### config.mk
export PLATFORM = sky130hd
export DESIGN_NAME = mspr_multistream
export DESIGN_NICKNAME = d
export VERILOG_FILES = /design/src/rtl/mspr_pkg.sv /design/src/rtl/mspr_galois_gen.sv /design/src/rtl/mspr_tap_bank.sv /design/src/rtl/mspr_multistream.sv
export SDC_FILE = /design/constraint.sdc
export NUM_CORES = 1
export LEC_CHECK = 0
export BUFFER_PORTS_ARGS = -buffer_cell sky130_fd_sc_hd__buf_2
export CORE_MARGIN = 2
export CORE_UTILIZATION = 55
export DETAILED_ROUTE_END_ITERATION = 16
export GPL_TIMING_DRIVEN = 0
export MAX_ROUTING_LAYER = met4
export PLACE_DENSITY = 0.79
export SLEW_MARGIN = 0
export SYNTH_ARGS = -nofsm -noshare
export SYNTH_HDL_FRONTEND = slang
export SYNTH_SLANG_ARGS = --single-unit
### constraint.sdc
create_clock -name clk -period 3 [get_ports clk]
set_input_delay 0.45 -clock clk [delete_from_list [all_inputs] [get_ports clk]]
set_output_delay 0.45 -clock clk [all_outputs]
set_load 0.01 [all_outputs]
### src/rtl/mspr_pkg.sv
package mspr_pkg;

  localparam int unsigned POLY_W = 32;

  function automatic logic [POLY_W-1:0] width_ones(input int n);
    logic [POLY_W-1:0] m;
    if (n >= POLY_W) m = '1;
    else m = (32'd1 << n) - 32'd1;
    return m;
  endfunction

  // Multiply a residue by x modulo the feedback polynomial (low terms in plow).
  function automatic logic [POLY_W-1:0] gf_times_x(input logic [POLY_W-1:0] a,
                                                   input int n,
                                                   input logic [POLY_W-1:0] plow);
    logic [POLY_W-1:0] r;
    r = (a << 1) & width_ones(n);
    if (a[n-1]) r = r ^ plow;
    return r;
  endfunction

  // Product of two residues, Horner over the bits of b.
  function automatic logic [POLY_W-1:0] gf_product(input logic [POLY_W-1:0] a,
                                                   input logic [POLY_W-1:0] b,
                                                   input int n,
                                                   input logic [POLY_W-1:0] plow);
    logic [POLY_W-1:0] r;
    r = '0;
    for (int i = POLY_W - 1; i >= 0; i--) begin
      r = gf_times_x(r, n, plow);
      if (b[i] && (i < n)) r = r ^ a;
    end
    return r;
  endfunction

  // x^e modulo the feedback polynomial, left-to-right square and multiply.
  function automatic logic [POLY_W-1:0] gf_x_power(input logic [POLY_W-1:0] e,
                                                   input int n,
                                                   input logic [POLY_W-1:0] plow);
    logic [POLY_W-1:0] r;
    r = 32'd1;
    for (int i = POLY_W - 1; i >= 0; i--) begin
      r = gf_product(r, r, n, plow);
      if (e[i]) r = gf_times_x(r, n, plow);
    end
    return r;
  endfunction

  // State-bit selection whose parity equals the top bit of x^e * S mod p.
  function automatic logic [POLY_W-1:0] advance_taps(input logic [POLY_W-1:0] e,
                                                     input int n,
                                                     input logic [POLY_W-1:0] plow);
    logic [POLY_W-1:0] q;
    logic [POLY_W-1:0] m;
    q = gf_x_power(e, n, plow);
    m = '0;
    for (int j = 0; j < n; j++) begin
      m[j] = q[n-1];
      q = gf_times_x(q, n, plow);
    end
    return m;
  endfunction

endpackage

### src/rtl/mspr_galois_gen.sv
module mspr_galois_gen #(
  parameter int unsigned   W    = 31,
  parameter logic [W-1:0]  PLOW = 'h9,
  parameter logic [W-1:0]  SEED = 'h1
) (
  input  logic         clk,
  input  logic         restart,
  input  logic         en,
  output logic [W-1:0] state_next
);

  logic [W-1:0] state_q;
  logic [W-1:0] stepped;

  always_comb begin
    stepped = {state_q[W-2:0], 1'b0};
    if (state_q[W-1]) stepped = stepped ^ PLOW;
  end

  always_comb begin
    if (restart)  state_next = SEED;
    else if (en)  state_next = stepped;
    else          state_next = state_q;
  end

  always_ff @(posedge clk) begin
    state_q <= state_next;
  end

  AST_STATE_NONZERO: assert property (@(posedge clk) disable iff (restart)
    state_q != '0);

  AST_TOP_FEEDS_BOTTOM: assert property (@(posedge clk) disable iff (restart)
    ($past(en) && !$past(restart)) |-> (state_q[0] == $past(state_q[W-1])));

  AST_SEED_LOADED: assert property (@(posedge clk) disable iff (restart)
    $past(restart) |-> (state_q == SEED));

  AST_STATE_FROZEN: assert property (@(posedge clk) disable iff (restart)
    (!$past(en) && !$past(restart)) |-> $stable(state_q));

endmodule

### src/rtl/mspr_tap_bank.sv
module mspr_tap_bank #(
  parameter int unsigned             W      = 31,
  parameter logic [W-1:0]            PLOW   = 'h9,
  parameter int unsigned             NS     = 6,
  parameter logic [NS-1:0][31:0]     DELAYS = '0
) (
  input  logic          clk,
  input  logic          restart,
  input  logic          en,
  input  logic [W-1:0]  state_next,
  output logic [NS-1:0] bits_q
);

  localparam logic [31:0] PERIOD = (32'd1 << W) - 32'd1;

  for (genvar k = 0; k < NS; k++) begin : g_tap
    localparam logic [31:0] ADVANCE = PERIOD - DELAYS[k];
    localparam logic [31:0] TAPS32  =
      mspr_pkg::advance_taps(ADVANCE, W, 32'(PLOW));
    localparam logic [W-1:0] TAPS = TAPS32[W-1:0];

    always_ff @(posedge clk) begin
      if (restart || en) bits_q[k] <= ^(state_next & TAPS);
    end
  end

  AST_BITS_FROZEN: assert property (@(posedge clk) disable iff (restart)
    (!$past(en) && !$past(restart)) |-> $stable(bits_q));

endmodule

### src/rtl/mspr_multistream.sv
module mspr_multistream #(
  parameter int unsigned              A_W      = 31,
  parameter logic [A_W-1:0]           A_PLOW   = 31'h9,
  parameter logic [A_W-1:0]           A_SEED   = 31'h12345678,
  parameter int unsigned              A_NS     = 6,
  parameter logic [A_NS-1:0][31:0]    A_DELAYS = {32'd1000000033, 32'd1000000021,
                                                  32'd999999937,  32'd998244353,
                                                  32'd1000000009, 32'd1000000007},
  parameter int unsigned              B_W      = 29,
  parameter logic [B_W-1:0]           B_PLOW   = 29'h5,
  parameter logic [B_W-1:0]           B_SEED   = 29'h0ACE5EED,
  parameter int unsigned              B_NS     = 6,
  parameter logic [B_NS-1:0][31:0]    B_DELAYS = {32'd104857601, 32'd167772161,
                                                  32'd377487361, 32'd433494437,
                                                  32'd452984833, 32'd469762049},
  localparam int unsigned             NSTR     = A_NS + B_NS
) (
  input  logic            clk,
  input  logic            restart,
  input  logic            en,
  output logic [NSTR-1:0] streams
);

  logic [A_W-1:0]  a_next;
  logic [B_W-1:0]  b_next;
  logic [A_NS-1:0] a_bits;
  logic [B_NS-1:0] b_bits;

  mspr_galois_gen #(.W(A_W), .PLOW(A_PLOW), .SEED(A_SEED)) u_gen_a (
    .clk(clk), .restart(restart), .en(en), .state_next(a_next)
  );

  mspr_galois_gen #(.W(B_W), .PLOW(B_PLOW), .SEED(B_SEED)) u_gen_b (
    .clk(clk), .restart(restart), .en(en), .state_next(b_next)
  );

  mspr_tap_bank #(.W(A_W), .PLOW(A_PLOW), .NS(A_NS), .DELAYS(A_DELAYS)) u_bank_a (
    .clk(clk), .restart(restart), .en(en), .state_next(a_next), .bits_q(a_bits)
  );

  mspr_tap_bank #(.W(B_W), .PLOW(B_PLOW), .NS(B_NS), .DELAYS(B_DELAYS)) u_bank_b (
    .clk(clk), .restart(restart), .en(en), .state_next(b_next), .bits_q(b_bits)
  );

  assign streams = {b_bits, a_bits};

endmodule

==> results of run 1 <==
==> worst max-delay path, stage by stage <==
cell and delay [ns]:
buf_6 0.12, buf_6 0.18, buf_2 0.29, buf_4 0.26, buf_2 0.32, clkbuf_1 0.50, or2_2 0.43
==> report_power, final <==
part / total, uW / leakage [uW] / internal (uW) / switching [uW]
registers: 1240 / 0.000620 / 1160 / 79.1
clock network: 751 / 0.0000958 / 397 / 354
logic: 855 / 0.00118 / 460 / 395
total: 2840 / 0.00190 / 2010 / 829
==> kinds of logic (layout without fill, tap and decap cells) <==
logic type,Yosys count,count (layout),share of synthesized area [%]
AO/OA/AOI/OAI,32,32,6.25
XOR/XNOR,96,96,27.2
buffers and inverters,26,54,3.68
flip-flops,72,72,39.6
multiplexers,51,51,13.1
AND/OR/NAND/NOR,80,80,10.1
==> worst min path at each step <==
stage / endpoint / slack (ns) / cells after the start
final: u_gen_a.state_q[18] / 0.41 / 2
after global routing: u_gen_a.state_q[18] / 0.44 / 2
after CTS: u_gen_a.state_q[18] / 0.41 / 2
after detailed placement: u_gen_b.state_q[9] / 0.51 / 1
after global placement: u_gen_b.state_q[18] / 0.50 / 2
after floorplan: u_gen_b.state_q[18] / 0.44 / 2
==> sequential cells by signal (all words and copies together) (netlist names) <==
register	flops
u_bank_a.bits_q	6
u_bank_b.bits_q	6
u_gen_a.state_q	31
u_gen_b.state_q	29
==> cells in the mapped netlist, drive strengths merged <==
master,number
edfxtp,12
nand2b,5
clkbuf,7
xnor2,56
nor2b,24
a21oi,6
xnor3,13
xor3,2
xor2,25
or2,2
a211o,23
buf,15
mux2i,51
o21ai,3
dfxtp,60
inv,4
nor2,49
==> routing by layer <==
metal / part of all wire, % / wire length, um
met1: 42 / 3650
met5: 0 / 0
met2: 50 / 4290
met3: 4.8 / 416
met4: 2.9 / 247
==> through the flow <==
stage,hold slack [ns],setup slack [ns]
after detailed placement,0.509,0.131
after global routing,0.439,0.314
after global placement,0.497,0.0885
final,0.412,0.466
after CTS,0.407,0.473
after floorplan,0.443,0.842
==> final cells by class <==
class | count | area share (%)
clock inverter | 5 | 1.07
tap | 96 | 2.79
clock buffer | 11 | 3.28
timing repair buffer | 12 | 1.39
inverter | 4 | 0.348
multi-input combinational | 259 | 51.9
sequential | 72 | 36.2
buffer | 22 | 3.02
==> results.yml, run 1 <==
sta:
  maxSlewViolCount: 0
  fin_setup_tns_ns: 0
  period_share_pct: 84.5
  tightest_slew_ns: 0.665
  rsz0062_at_grt: "false"
  setup_viol: 0
  slew_headroom_pct: 55.7
  fmax_ghz: 0.395
  finalHoldViolCount: 0
  final.min_clock_period_ns: 2.53
  clock_skew_ns: 0.00701
cells_and_area:
  fill_cells: 550
  layout_commonest_cell: "dfxtp_1"
  antenna_cells: 0
  regArea_um2: 1560
  multiInputGateArea_um2: 2230
  fin_util_pct: 62.7
  fin_cells: 481
  area_growth_pct: 9.33
  layout_common_cells: "60 x dfxtp_1, 53 x xnor2_1, 49 x mux2i_1"
  final_nets: 383
  final_cell_area_um2: 4310
  drive_gt1_share_pct: 12.7
cts:
  hold_buffers: 0
  cts_setup_buffers: 0
  clk_latency_ns: 0.36
  htree_levels: 3
  cts_buffer_depth: 2
  cts_tree: "built"
  ctsRootBufferMaster: "clkbuf_8"
  cts_resized: 0
  clock_sinks: 72
  cts_made_buffers: 9
  clk_pin_slew_ns: 0.07
grt:
  grt_usage_pct: 24.9
  met1_usage_pct: 30.5
  top_usage_layer: "met2"
  grt_max_degree: 13
  grt_pass1_wl_um: 13700
  grt_util_met3_pct: 5.69
  antenna_found_initial: 0
  gr-total-overflow: 0
  use_met2_pct: 39.7
  grt_pass1_vias: 2587
drt:
  firstDrtPassIters: 4
  post_drt_wl_per_cell_um: 17.9
  drc: 0
  via_count: 2568
  finalWirelength_um: 8600
  ant_nets: 0
  first_iter_violations: 142
  vias_per_cell: 5.34
setup_path:
  critical_path_peak_fanout: 12
  start_kind: "primary input"
  cp.required_ns: 3.03
  crit_type: "in -> reg"
  r2r_start: "u_gen_b.state_q[4]"
  r2r-end: "u_bank_b.bits_q[1]"
  crit_end: "u_bank_a.bits_q[4]"
  cp.arrival_ns: 2.56
  r2r_cells: 6
  r2r_slack_ns: 0.79
  crit_path_end_kind: "register"
  critical_path.startpoint: "en"
placed_design:
  portBuffers: 12
  place_inst: 465
  gp_congestion: 0.862
  placed_area_um2: 4120
  dpl.hpwl_um: 6160
logic_synthesis:
  synth.distinct_cells: 24
  syn_nets: 360
  synth_area_leader_cell: "dfxtp_1"
  ys_ff_latch: 72
  syn_inst: 357
  synth.top_cell.area_share_pct: 30.5
  synth.avg_cell_area_um2: 11.0
  synth_area_leaders: "dfxtp_1 30%, mux2i_1 12%, xnor2_1 12%, edfxtp_1 9.1%, xnor3_1 7.4%"
  seq_area_frac_synth_pct: 39.6
  syn_area_um2: 3940
  yosysWarnings: 0
pwr:
  power_uw: 2840
  vdd_drop_max_uv: 523
  p_leak_uw: 0.00190
  p_per_area_nw_per_um2: 660
hold_path:
  min_from: "en"
  min_path_type: "in -> reg"
die:
  initial_core_util_pct: 57.4
  die_area_um2: 7860
  die_height_um: 88.7
  core_area_um2: 6870
  die_x_um: 88.7
  rows: 30
  ios: 15
run_status:
  status: "completed"
job:
  max_cap_viol_count: 0
No activity file was read; power rests on OpenSTA's default activity.
==> run 2, diff against run 1 <==
--- a/config.mk
+++ b/config.mk
@@ -11,7 +11,7 @@
 export DETAILED_ROUTE_END_ITERATION = 16
 export GPL_TIMING_DRIVEN = 0
 export MAX_ROUTING_LAYER = met4
-export PLACE_DENSITY = 0.79
+export PLACE_DENSITY = 0.82
 export SLEW_MARGIN = 0
 export SYNTH_ARGS = -nofsm -noshare
 export SYNTH_HDL_FRONTEND = slang
==> constraint.sdc (replaced) <==
create_clock -name clk -period 2.25 [get_ports clk]
set_input_delay 0.3375 -clock clk [delete_from_list [all_inputs] [get_ports clk]]
set_output_delay 0.3375 -clock clk [all_outputs]
set_load 0.01 [all_outputs]
==> results.yml, run 2 (synthesis gave the netlist of run 1 again) <==
grt:
  grt_pass1_vias: 2652
  grt_pass1_wl_um: 13700
  gr-total-overflow: 0
  antenna_found_initial: 0
  grt_max_degree: 20
  grt_usage_pct: 24.5
job:
  max_cap_viol_count: 0
placed_design:
  placed_area_um2: 4120
  gp_congestion: 0.885
  dpl.hpwl_um: 6250
  portBuffers: 12
sta:
  final.min_clock_period_ns: 2.16
  period_share_pct: 95.9
  finalHoldViolCount: 0
  fin_setup_tns_ns: 0
  rsz0062_at_grt: "false"
  tightest_slew_ns: 0.655
  slew_headroom_pct: 56.4
  maxSlewViolCount: 0
  clock_skew_ns: 0.00903
  fmax_ghz: 0.464
  setup_viol: 0
die:
  die_height_um: 88.7
  initial_core_util_pct: 57.4
  die_area_um2: 7860
  core_area_um2: 6870
  die_x_um: 88.7
  rows: 30
  ios: 15
setup_path:
  crit_path_end_kind: "register"
  path_common_cell: "xnor3_1"
  cp.required_ns: 2.35
  cp.arrival_ns: 2.26
  critical_path_peak_fanout: 4
  start_kind: "register"
  slowest_stage: "xnor3_1"
  cpPeakStageDelay_ns: 0.41
  crit_type: "reg -> reg"
  path_cells: "xnor3_1, mux2i_2, nand2b_1, xnor2_2, xnor3_1, xnor2_1"
pwr:
  p_per_area_nw_per_um2: 886
  switching_share_pct: 28.8
  clkPwrFrac_pct: 27.1
  seqPwrFrac_pct: 43.2
  p_sw_uw: 1100
  pwr-share-comb_pct: 29.7
  p_leak_uw: 0.00191
  vdd_drop_max_uv: 516
  p_int_uw: 2730
cells_and_area:
  final_nets: 382
  biggestRegsByFlops: "u_gen_a.state_q x31, u_gen_b.state_q x29"
  area_growth_pct: 9.65
  fill_cells: 562
  layout_common_cells: "59 x dfxtp_1, 53 x xnor2_1, 49 x mux2i_1"
  final_cell_area_um2: 4320
  regMostFlops: "u_gen_a.state_q"
  antenna_cells: 0
  layout_commonest_cell: "dfxtp_1"
  drive_gt1_share_pct: 14.3
  fin_util_pct: 62.9
  largest_reg_flops: 31
drt:
  firstDrtPassIters: 4
  first_iter_violations: 140
  via_count: 2564
  drc: 0
  post_drt_wl_per_cell_um: 17.8
  vias_per_cell: 5.34
  finalWirelength_um: 8550
  ant_nets: 0
cts:
  cts_buffer_depth: 2
  clock_sinks: 72
  clk_latency_ns: 0.35
  hold_buffers: 0
  htree_levels: 3
  cts_tree: "built"
  cts_made_buffers: 9
  clk_pin_slew_ns: 0.07
  ctsRootBufferMaster: "clkbuf_8"
hold_path:
  min_path_type: "in -> reg"
run_status:
  status: "completed"
run 2: area by class of cell:
class | instances | area [um^2] | area share (%)
multi-input cells | 259 | 2230 | 51.7
flip-flops and latches | 72 | 1560 | 36.2
clock buffers | 13 | 159 | 3.68
plain buffers | 21 | 130 | 3.01
well taps | 96 | 120 | 2.78
repair buffers | 12 | 60.1 | 1.39
clock inverters | 3 | 40.0 | 0.926
inverters | 4 | 15.0 | 0.347
run 2: critical path: cells and delay by family (launching register included):
| family | cells | cell delay, ns |
|---|---|---|
| mux | 1 | 0.25 |
| xor+xnor | 4 | 1.13 |
| simple gates | 1 | 0.14 |
| flops | 1 | 0.38 |
run 2: routing by layer:
layer / GRT usage [%] / part of all wire, % / vias up
li1: - / - / 1236
met1: 28.7 / 43 / 1247
met2: 40.6 / 49 / 59
met3: 6.06 / 4.5 / 22
met4: 9.09 / 3.2 / 0
met5: - / 0 / -
run 2: path summary, 6_finish.rpt:
kind	cells past startpoint	slack (ns)	startpoint	endpoint
worst max register to register	6	0.09	u_gen_b.state_q[4]	u_bank_b.bits_q[1]
worst min-delay path	2	0.29	en	u_gen_a.state_q[18]
worst max-delay path	6	0.09	u_gen_b.state_q[4]	u_bank_b.bits_q[1]
worst min register to register	2	0.51	u_gen_b.state_q[18]	u_gen_b.state_q[18]
run 2: timing repair:
item | in CTS | in global routing
endpoints found under the setup margin | 22 | 23
buffers inserted | 0 | 0
resized for setup | 2 | 2
endpoints found under the hold margin | 0 | 0
run 2: power by group through the flow:
| stage | Combinational (uW) | Sequential (uW) | Clock, uW |
|---|---|---|---|
| 3_5_place_dp | 1140 | 1680 | 0 |
| 3_3_place_gp | 1120 | 1670 | 0 |
| 6_report | 1140 | 1650 | 1040 |
| 2_1_floorplan | 833 | 1720 | 0 |
| 4_1_cts | 1150 | 1650 | 1050 |
| 5_1_grt | 1230 | 1680 | 1090 |
run 2: per-stage QoR:
step,std cells,hold slack (ns),total power [uW],setup slack [ns]
finish,480,0.289,3830,0.0932
global route,480,0.292,4000,0.0107
CTS,480,0.286,3850,0.0201
detailed placement,465,0.501,2820,-0.556
global placement,465,0.490,2790,-0.522
floorplan,357,0.443,2560,0.205
